===== config.mk =====
export PLATFORM = sky130hd
export DESIGN_NAME = dual_hilo_pwm
export DESIGN_NICKNAME = d
export VERILOG_FILES = /design/src/rtl/hilo_pwm_pkg.sv /design/src/rtl/hilo_pwm_regs.sv /design/src/rtl/hilo_prescaler.sv /design/src/rtl/hilo_sequencer.sv /design/src/rtl/dual_hilo_pwm.sv
export SDC_FILE = /design/constraint.sdc
export NUM_CORES = 1
export LEC_CHECK = 0
export ABC_AREA = 0
export BUFFER_PORTS_ARGS = -buffer_cell sky130_fd_sc_hd__buf_2
export CAP_MARGIN = 0
export CORE_ASPECT_RATIO = 0.6
export CORE_MARGIN = 8
export CORE_UTILIZATION = 35
export DETAILED_ROUTE_END_ITERATION = 10
export PLACE_DENSITY = 0.56
export SKIP_LAST_GASP = 1
export SYNTH_ARGS = -nofsm -noshare
export SYNTH_HDL_FRONTEND = slang
export SYNTH_SLANG_ARGS = --single-unit

===== constraint.sdc =====
create_clock -name clk -period 3.92 [get_ports clk]
set_input_delay 0 -clock clk [delete_from_list [all_inputs] [get_ports clk]]
set_output_delay 0 -clock clk [all_outputs]
set_load 0.05 [all_outputs]

===== src/rtl/hilo_pwm_pkg.sv =====
// Shared constants for the dual high/low count PWM.
// Assumes word-aligned accesses; only addr[3:2] selects a word.
package hilo_pwm_pkg;
    localparam int DATA_W  = 32;
    localparam int CNT_W   = 16;
    localparam int DIV_W   = 7;
    localparam int NSRC    = 4;
    localparam int NCH     = 2;
    localparam int SEL_W   = $clog2(NSRC);

    localparam logic [1:0] WORD_CNT_A = 2'd0;
    localparam logic [1:0] WORD_CNT_B = 2'd1;
    localparam logic [1:0] WORD_CTRL  = 2'd2;

    // Implemented bits of the control word.
    localparam logic [DATA_W-1:0] CTRL_MASK = 32'h00FF_FFF3;

    // Bit positions within the control word, per channel.
    function automatic int en_bit(input int ch);
        return ch;
    endfunction
    function automatic int sel_lsb(input int ch);
        return 4 + SEL_W * ch;
    endfunction
    function automatic int div_lsb(input int ch);
        return 8 + 8 * ch;
    endfunction
    function automatic int gate_bit(input int ch);
        return 15 + 8 * ch;
    endfunction
endpackage


===== src/rtl/hilo_pwm_regs.sv =====
// Register file: two count words and one shared control word.
// Assumes one write per cycle; unimplemented bits store and read as 0.
module hilo_pwm_regs
    import hilo_pwm_pkg::*;
(
    input  logic              clk,
    input  logic              rst_n,
    input  logic              wr_en,
    input  logic [3:0]        addr,
    input  logic [DATA_W-1:0] wdata,
    output logic [DATA_W-1:0] rdata,
    output logic [DATA_W-1:0] cnt_a_q,
    output logic [DATA_W-1:0] cnt_b_q,
    output logic [DATA_W-1:0] ctrl_q
);
    logic [1:0] word;
    assign word = addr[3:2];

    // Store written words; reset clears everything.
    always_ff @(posedge clk) begin
        if (!rst_n) begin
            cnt_a_q <= '0;
            cnt_b_q <= '0;
            ctrl_q  <= '0;
        end else if (wr_en) begin
            case (word)
                WORD_CNT_A: cnt_a_q <= wdata;
                WORD_CNT_B: cnt_b_q <= wdata;
                WORD_CTRL:  ctrl_q  <= wdata & CTRL_MASK;
                default:    ;
            endcase
        end
    end

    // Combinational read mux.
    always_comb begin
        case (word)
            WORD_CNT_A: rdata = cnt_a_q;
            WORD_CNT_B: rdata = cnt_b_q;
            WORD_CTRL:  rdata = ctrl_q;
            default:    rdata = '0;
        endcase
    end
endmodule


===== src/rtl/hilo_prescaler.sv =====
// Source select, divide-by-(D+1) and gate for one channel.
// Assumes sources are single-cycle tick enables; the divider restarts
// from zero whenever the gate is closed.
module hilo_prescaler #(
    parameter int NSRC  = 4,
    parameter int DIV_W = 7,
    localparam int SEL_W = $clog2(NSRC)
) (
    input  logic             clk,
    input  logic             rst_n,
    input  logic [NSRC-1:0]  src_tick,
    input  logic [SEL_W-1:0] sel,
    input  logic [DIV_W-1:0] div,
    input  logic             gate,
    output logic             tick
);
    logic [DIV_W-1:0] cnt;
    logic             src;
    logic             wrap;

    assign src  = src_tick[sel];
    assign wrap = (cnt >= div);
    assign tick = gate & src & wrap;

    // Count selected source ticks up to the divide value.
    always_ff @(posedge clk) begin
        if (!rst_n || !gate) begin
            cnt <= '0;
        end else if (src) begin
            cnt <= wrap ? '0 : cnt + 1'b1;
        end
    end
endmodule


===== src/rtl/hilo_sequencer.sv =====
// High-then-low phase sequencer for one channel.
// While disabled it holds position zero and keeps tracking the count
// word, so enabling always begins a fresh high phase. Counts are
// relatched at every period boundary.
module hilo_sequencer #(
    parameter int CNT_W = 16
) (
    input  logic             clk,
    input  logic             rst_n,
    input  logic             en,
    input  logic             tick,
    input  logic [CNT_W-1:0] hi_in,
    input  logic [CNT_W-1:0] lo_in,
    output logic             out
);
    logic [CNT_W:0]   pos;
    logic [CNT_W-1:0] hi_q;
    logic [CNT_W-1:0] lo_q;
    logic [CNT_W:0]   period;
    logic             last;

    assign period = {1'b0, hi_q} + {1'b0, lo_q};
    assign last   = (pos + 1'b1) >= period;
    assign out    = en & (pos < {1'b0, hi_q});

    // Advance position on prescaled ticks; relatch counts at boundaries.
    always_ff @(posedge clk) begin
        if (!rst_n) begin
            pos  <= '0;
            hi_q <= '0;
            lo_q <= '0;
        end else if (!en) begin
            pos  <= '0;
            hi_q <= hi_in;
            lo_q <= lo_in;
        end else if (tick) begin
            if (last) begin
                pos  <= '0;
                hi_q <= hi_in;
                lo_q <= lo_in;
            end else begin
                pos <= pos + 1'b1;
            end
        end
    end
endmodule


===== src/rtl/dual_hilo_pwm.sv =====
// Top level: register file plus one prescaler and sequencer per channel.
// Assumes source ticks are synchronous to clk.
module dual_hilo_pwm
    import hilo_pwm_pkg::*;
(
    input  logic              clk,
    input  logic              rst_n,
    input  logic [NSRC-1:0]   src_tick,
    input  logic              wr_en,
    input  logic [3:0]        addr,
    input  logic [DATA_W-1:0] wdata,
    output logic [DATA_W-1:0] rdata,
    output logic [NCH-1:0]    pwm_out
);
    logic [DATA_W-1:0] cnt_a_q;
    logic [DATA_W-1:0] cnt_b_q;
    logic [DATA_W-1:0] ctrl_q;
    logic [DATA_W-1:0] cnt_w [NCH];
    logic [NCH-1:0]    tick_w;

    hilo_pwm_regs u_regs (
        .clk     (clk),
        .rst_n   (rst_n),
        .wr_en   (wr_en),
        .addr    (addr),
        .wdata   (wdata),
        .rdata   (rdata),
        .cnt_a_q (cnt_a_q),
        .cnt_b_q (cnt_b_q),
        .ctrl_q  (ctrl_q)
    );

    assign cnt_w[0] = cnt_a_q;
    assign cnt_w[1] = cnt_b_q;

    for (genvar ch = 0; ch < NCH; ch++) begin : g_ch
        hilo_prescaler #(.NSRC(NSRC), .DIV_W(DIV_W)) u_pre (
            .clk      (clk),
            .rst_n    (rst_n),
            .src_tick (src_tick),
            .sel      (ctrl_q[sel_lsb(ch) +: SEL_W]),
            .div      (ctrl_q[div_lsb(ch) +: DIV_W]),
            .gate     (ctrl_q[gate_bit(ch)]),
            .tick     (tick_w[ch])
        );

        hilo_sequencer #(.CNT_W(CNT_W)) u_seq (
            .clk   (clk),
            .rst_n (rst_n),
            .en    (ctrl_q[en_bit(ch)]),
            .tick  (tick_w[ch]),
            .hi_in (cnt_w[ch][DATA_W-1 -: CNT_W]),
            .lo_in (cnt_w[ch][CNT_W-1:0]),
            .out   (pwm_out[ch])
        );
    end
endmodule


==> impl_metrics.json <==
{
  "cp-end-kind": "flip-flop",
  "yosys-top-cells-count": "283 x nand2_1, 198 x dfxtp_1, 183 x a21oi_1",
  "p_leak_uw": 0.005922,
  "criticalPathCategory": "flip-flop to flip-flop",
  "die_y_um": 158.7,
  "nFillCells": 3386,
  "vias": 11270,
  "min_delay_path_depth": 5,
  "io_buffers": 74,
  "violations": "negative setup slack",
  "synth_warnings": 0,
  "track_usage": 0.1928,
  "synth_cell_types": 66,
  "routed_via_density": 5.329,
  "cts_tree": "done",
  "gp_congestion": 0.8669,
  "syn-cell-area_um2": 11880,
  "final.setup.worst_slack_ns": -0.2316,
  "skew_ns": 0.008136,
  "grt_max_degree": 68,
  "first_global_vias": 10540,
  "grt_overflow": 0,
  "synth_edf_count": 0,
  "area_growth_pct": 25.53,
  "busiest_layer": "met1",
  "drtIter0Drc": 1073,
  "dieArea_um2": 40280,
  "rows": 52,
  "pin_count": 77,
  "rr_worst_depth": 19,
  "ff2ff_setup_slack_ns": -0.23,
  "synth-async-reset-ratio": 0,
  "diodes": 0,
  "slew_violations": 0,
  "r2r-start": "g_ch[0].u_seq.hi_q[0]",
  "fmax_mhz": 240.9,
  "cp_max_fo": 5,
  "wirelength_um": 39590,
  "cts_sinks": 198,
  "synth_top_cell_by_area": "dfxtp_1",
  "wl_per_cell_um": 18.73,
  "ys.flop_type": "dfxtp_1",
  "layout.nets": 1802,
  "path_clk_slew_ns": 0.07,
  "arrival_ns": 4.52,
  "synth_most_common_cell": "nand2_1",
  "die_w_um": 253.8,
  "core_area_um2": 33570,
  "dr.pass1.iters": 5,
  "clockBufferDepth": 2,
  "min_path_type": "primary input to flip-flop",
  "crit_start": "g_ch[0].u_seq.hi_q[0]",
  "place_hpwl_um": 28170,
  "drv_cap": 0,
  "worstSetupStartpointType": "flip-flop",
  "ys_top_cells_by_area": "dfxtp_1 33%, ha_1 12%, nand2_1 8.9%",
  "drc": 0,
  "timing.rr.end": "g_ch[0].u_seq.pos[2]",
  "drive_gt1_frac": 0.2097,
  "met3_usage": 0.04614,
  "p_per_area_nw_per_um2": 308.2,
  "rsz0062_at_grt": "yes",
  "synth_nets": 1660,
  "cts_htree_levels": 4,
  "met1_usage": 0.3026,
  "crit_end": "g_ch[0].u_seq.pos[2]",
  "relSlewSlack": 0.2825,
  "max-vdd-ir-drop_uv": 330.4,
  "use_met2": 0.2603,
  "cts-buffers-inserted": 17,
  "clk_latency_ns": 0.45,
  "pre_cts_ws_ns": -0.4822,
  "setup_viol": 49,
  "synthesis.instances": 1501,
  "cts_root_buf": "clkbuf_16",
  "fin_crit_sh": 1.059,
  "min_period_ns": 4.152,
  "required_ns": 4.29,
  "postRouteAntennaNets": 0,
  "fin_util": 0.4441,
  "tightest_slew_ns": 1.076,
  "synth_area_per_cell_um2": 7.912,
  "fin_tns_setup_ns": -8.775,
  "ys_ff_latch": 198,
  "synth_seq_area_share": 0.3338,
  "synth.top_cell.area_share": 0.3338,
  "antenna_found_initial": 2,
  "grt_pass1_wl_um": 60550,
  "status": "finished with violations",
  "final_hold_viol_count": 0,
  "start_util": 0.3538
}
## layout make-up
type	instances	area, um2	share of cell area
clock buffers	24	461.7	0.03097
clock inverters	7	96.34	0.006462
inverters	60	226.5	0.01519
multi-input cells	1159	7849	0.5265
flip-flops and latches	198	3983	0.2671
well taps	459	574.3	0.03852
repair buffers	207	1718	0.1152
## report_power, final
part | internal (uW) | total, uW | switching (uW) | leakage (uW)
combinational | 305 | 716 | 411 | 0.00404
sequential | 2050 | 2100 | 50.0 | 0.00161
clock | 959 | 1780 | 816 | 0.000273
## per-stage QoR
step	cell area, um2	cells	hold slack [ns]	total power (uW)
after global placement	13110	2026	0.2581	2685
after detailed placement	13110	2026	0.2665	2691
after global routing	14910	2114	0.1169	4766
after floorplan	11890	1501	0.1360	2471
final	14910	2114	0.1128	4594
after CTS	14520	2104	0.08526	4553
## how the worst min path moves through the flow
stage               from              endpoint
2_1_floorplan   wdata[0]     u_regs.cnt_a_q[0]
3_3_place_gp   wdata[30]    u_regs.cnt_a_q[30]
3_5_place_dp   wdata[30]    u_regs.cnt_a_q[30]
4_1_cts            rst_n  g_ch[1].u_seq.pos[8]
5_1_grt            wr_en    u_regs.cnt_a_q[18]
6_report           rst_n  g_ch[1].u_seq.pos[3]
## routing by layer
| metal | wire [um] | vias to the layer above |
|---|---|---|
| li1 | - | 5522 |
| met1 | 20830 | 5358 |
| met2 | 15110 | 352 |
| met3 | 3223 | 28 |
| met4 | 302 | 6 |
| met5 | 131 | - |
## sequential cells by signal, indices dropped and copies added (netlist names)
register,cells
g_ch.u_pre.cnt,14
u_regs.ctrl_q,22
g_ch.u_seq.hi_q,32
u_regs.cnt_a_q,32
u_regs.cnt_b_q,32
g_ch.u_seq.lo_q,32
g_ch.u_seq.pos,34
## logic make-up (layout without fill, tap and decap cells)
logic type	Yosys count	in the layout	synth area share
adder cells (fa/ha/maj)	116	116	0.1235
XOR/XNOR	67	67	0.04941
AO/OA/AOI/OAI	378	379	0.1940
flip-flops	198	198	0.3338
multiplexers	36	36	0.03245
AND/OR/NAND/NOR	561	561	0.2180
buffers and inverters	145	298	0.04899
## critical path, stage by stage (launching register included)
cell       delay, ns
dfxtp_2         0.34
ha_4            0.16
fa_2            0.37
a21oi_2         0.18
o21ai_2         0.08
o41ai_2         0.22
buf_4           0.18
buf_4           0.11
o2111ai_2       0.13
xnor2_1         0.15
ha_1            0.31
a21o_1          0.16
a21o_1          0.18
a21oi_2         0.19
o22ai_4         0.12
buf_4           0.15
o22a_4          0.27
buf_12          0.14
or4b_4          0.48
a21oi_2         0.13
## layout by cell type, fill, tap and decap left out, types with 7 or more instances in the layout
master / Yosys / final
a21bo_2: 32 / 25
a21bo_4: 0 / 7
a21o_1: 28 / 28
a21oi_1: 183 / 151
a21oi_2: 0 / 31
and3_1: 10 / 9
buf_2: 15 / 74
buf_4: 5 / 79
buf_6: 0 / 7
clkbuf_16: 0 / 19
dfxtp_1: 198 / 187
dfxtp_2: 0 / 9
dlygate4sd3_1: 0 / 32
ha_1: 114 / 108
inv_1: 60 / 59
mux2i_1: 34 / 34
nand2_1: 283 / 281
nand2b_1: 10 / 10
nand3_1: 111 / 108
nand4_1: 14 / 14
nor2_1: 60 / 58
nor3_1: 18 / 18
o21ai_0: 59 / 45
o21ai_1: 28 / 38
xnor2_1: 34 / 33
xor2_1: 33 / 33
## timing repair
action | in CTS | in global routing
cloned | 8 | 3
pin swaps | 76 | 39
buffers inserted | 7 | 7
endpoints found under the hold margin | 86 | 0
gates resized for setup | 72 | 64
setup endpoints to repair | 94 | 98
hold buffers | 32 | 0
(Power assumes the default switching activity.)
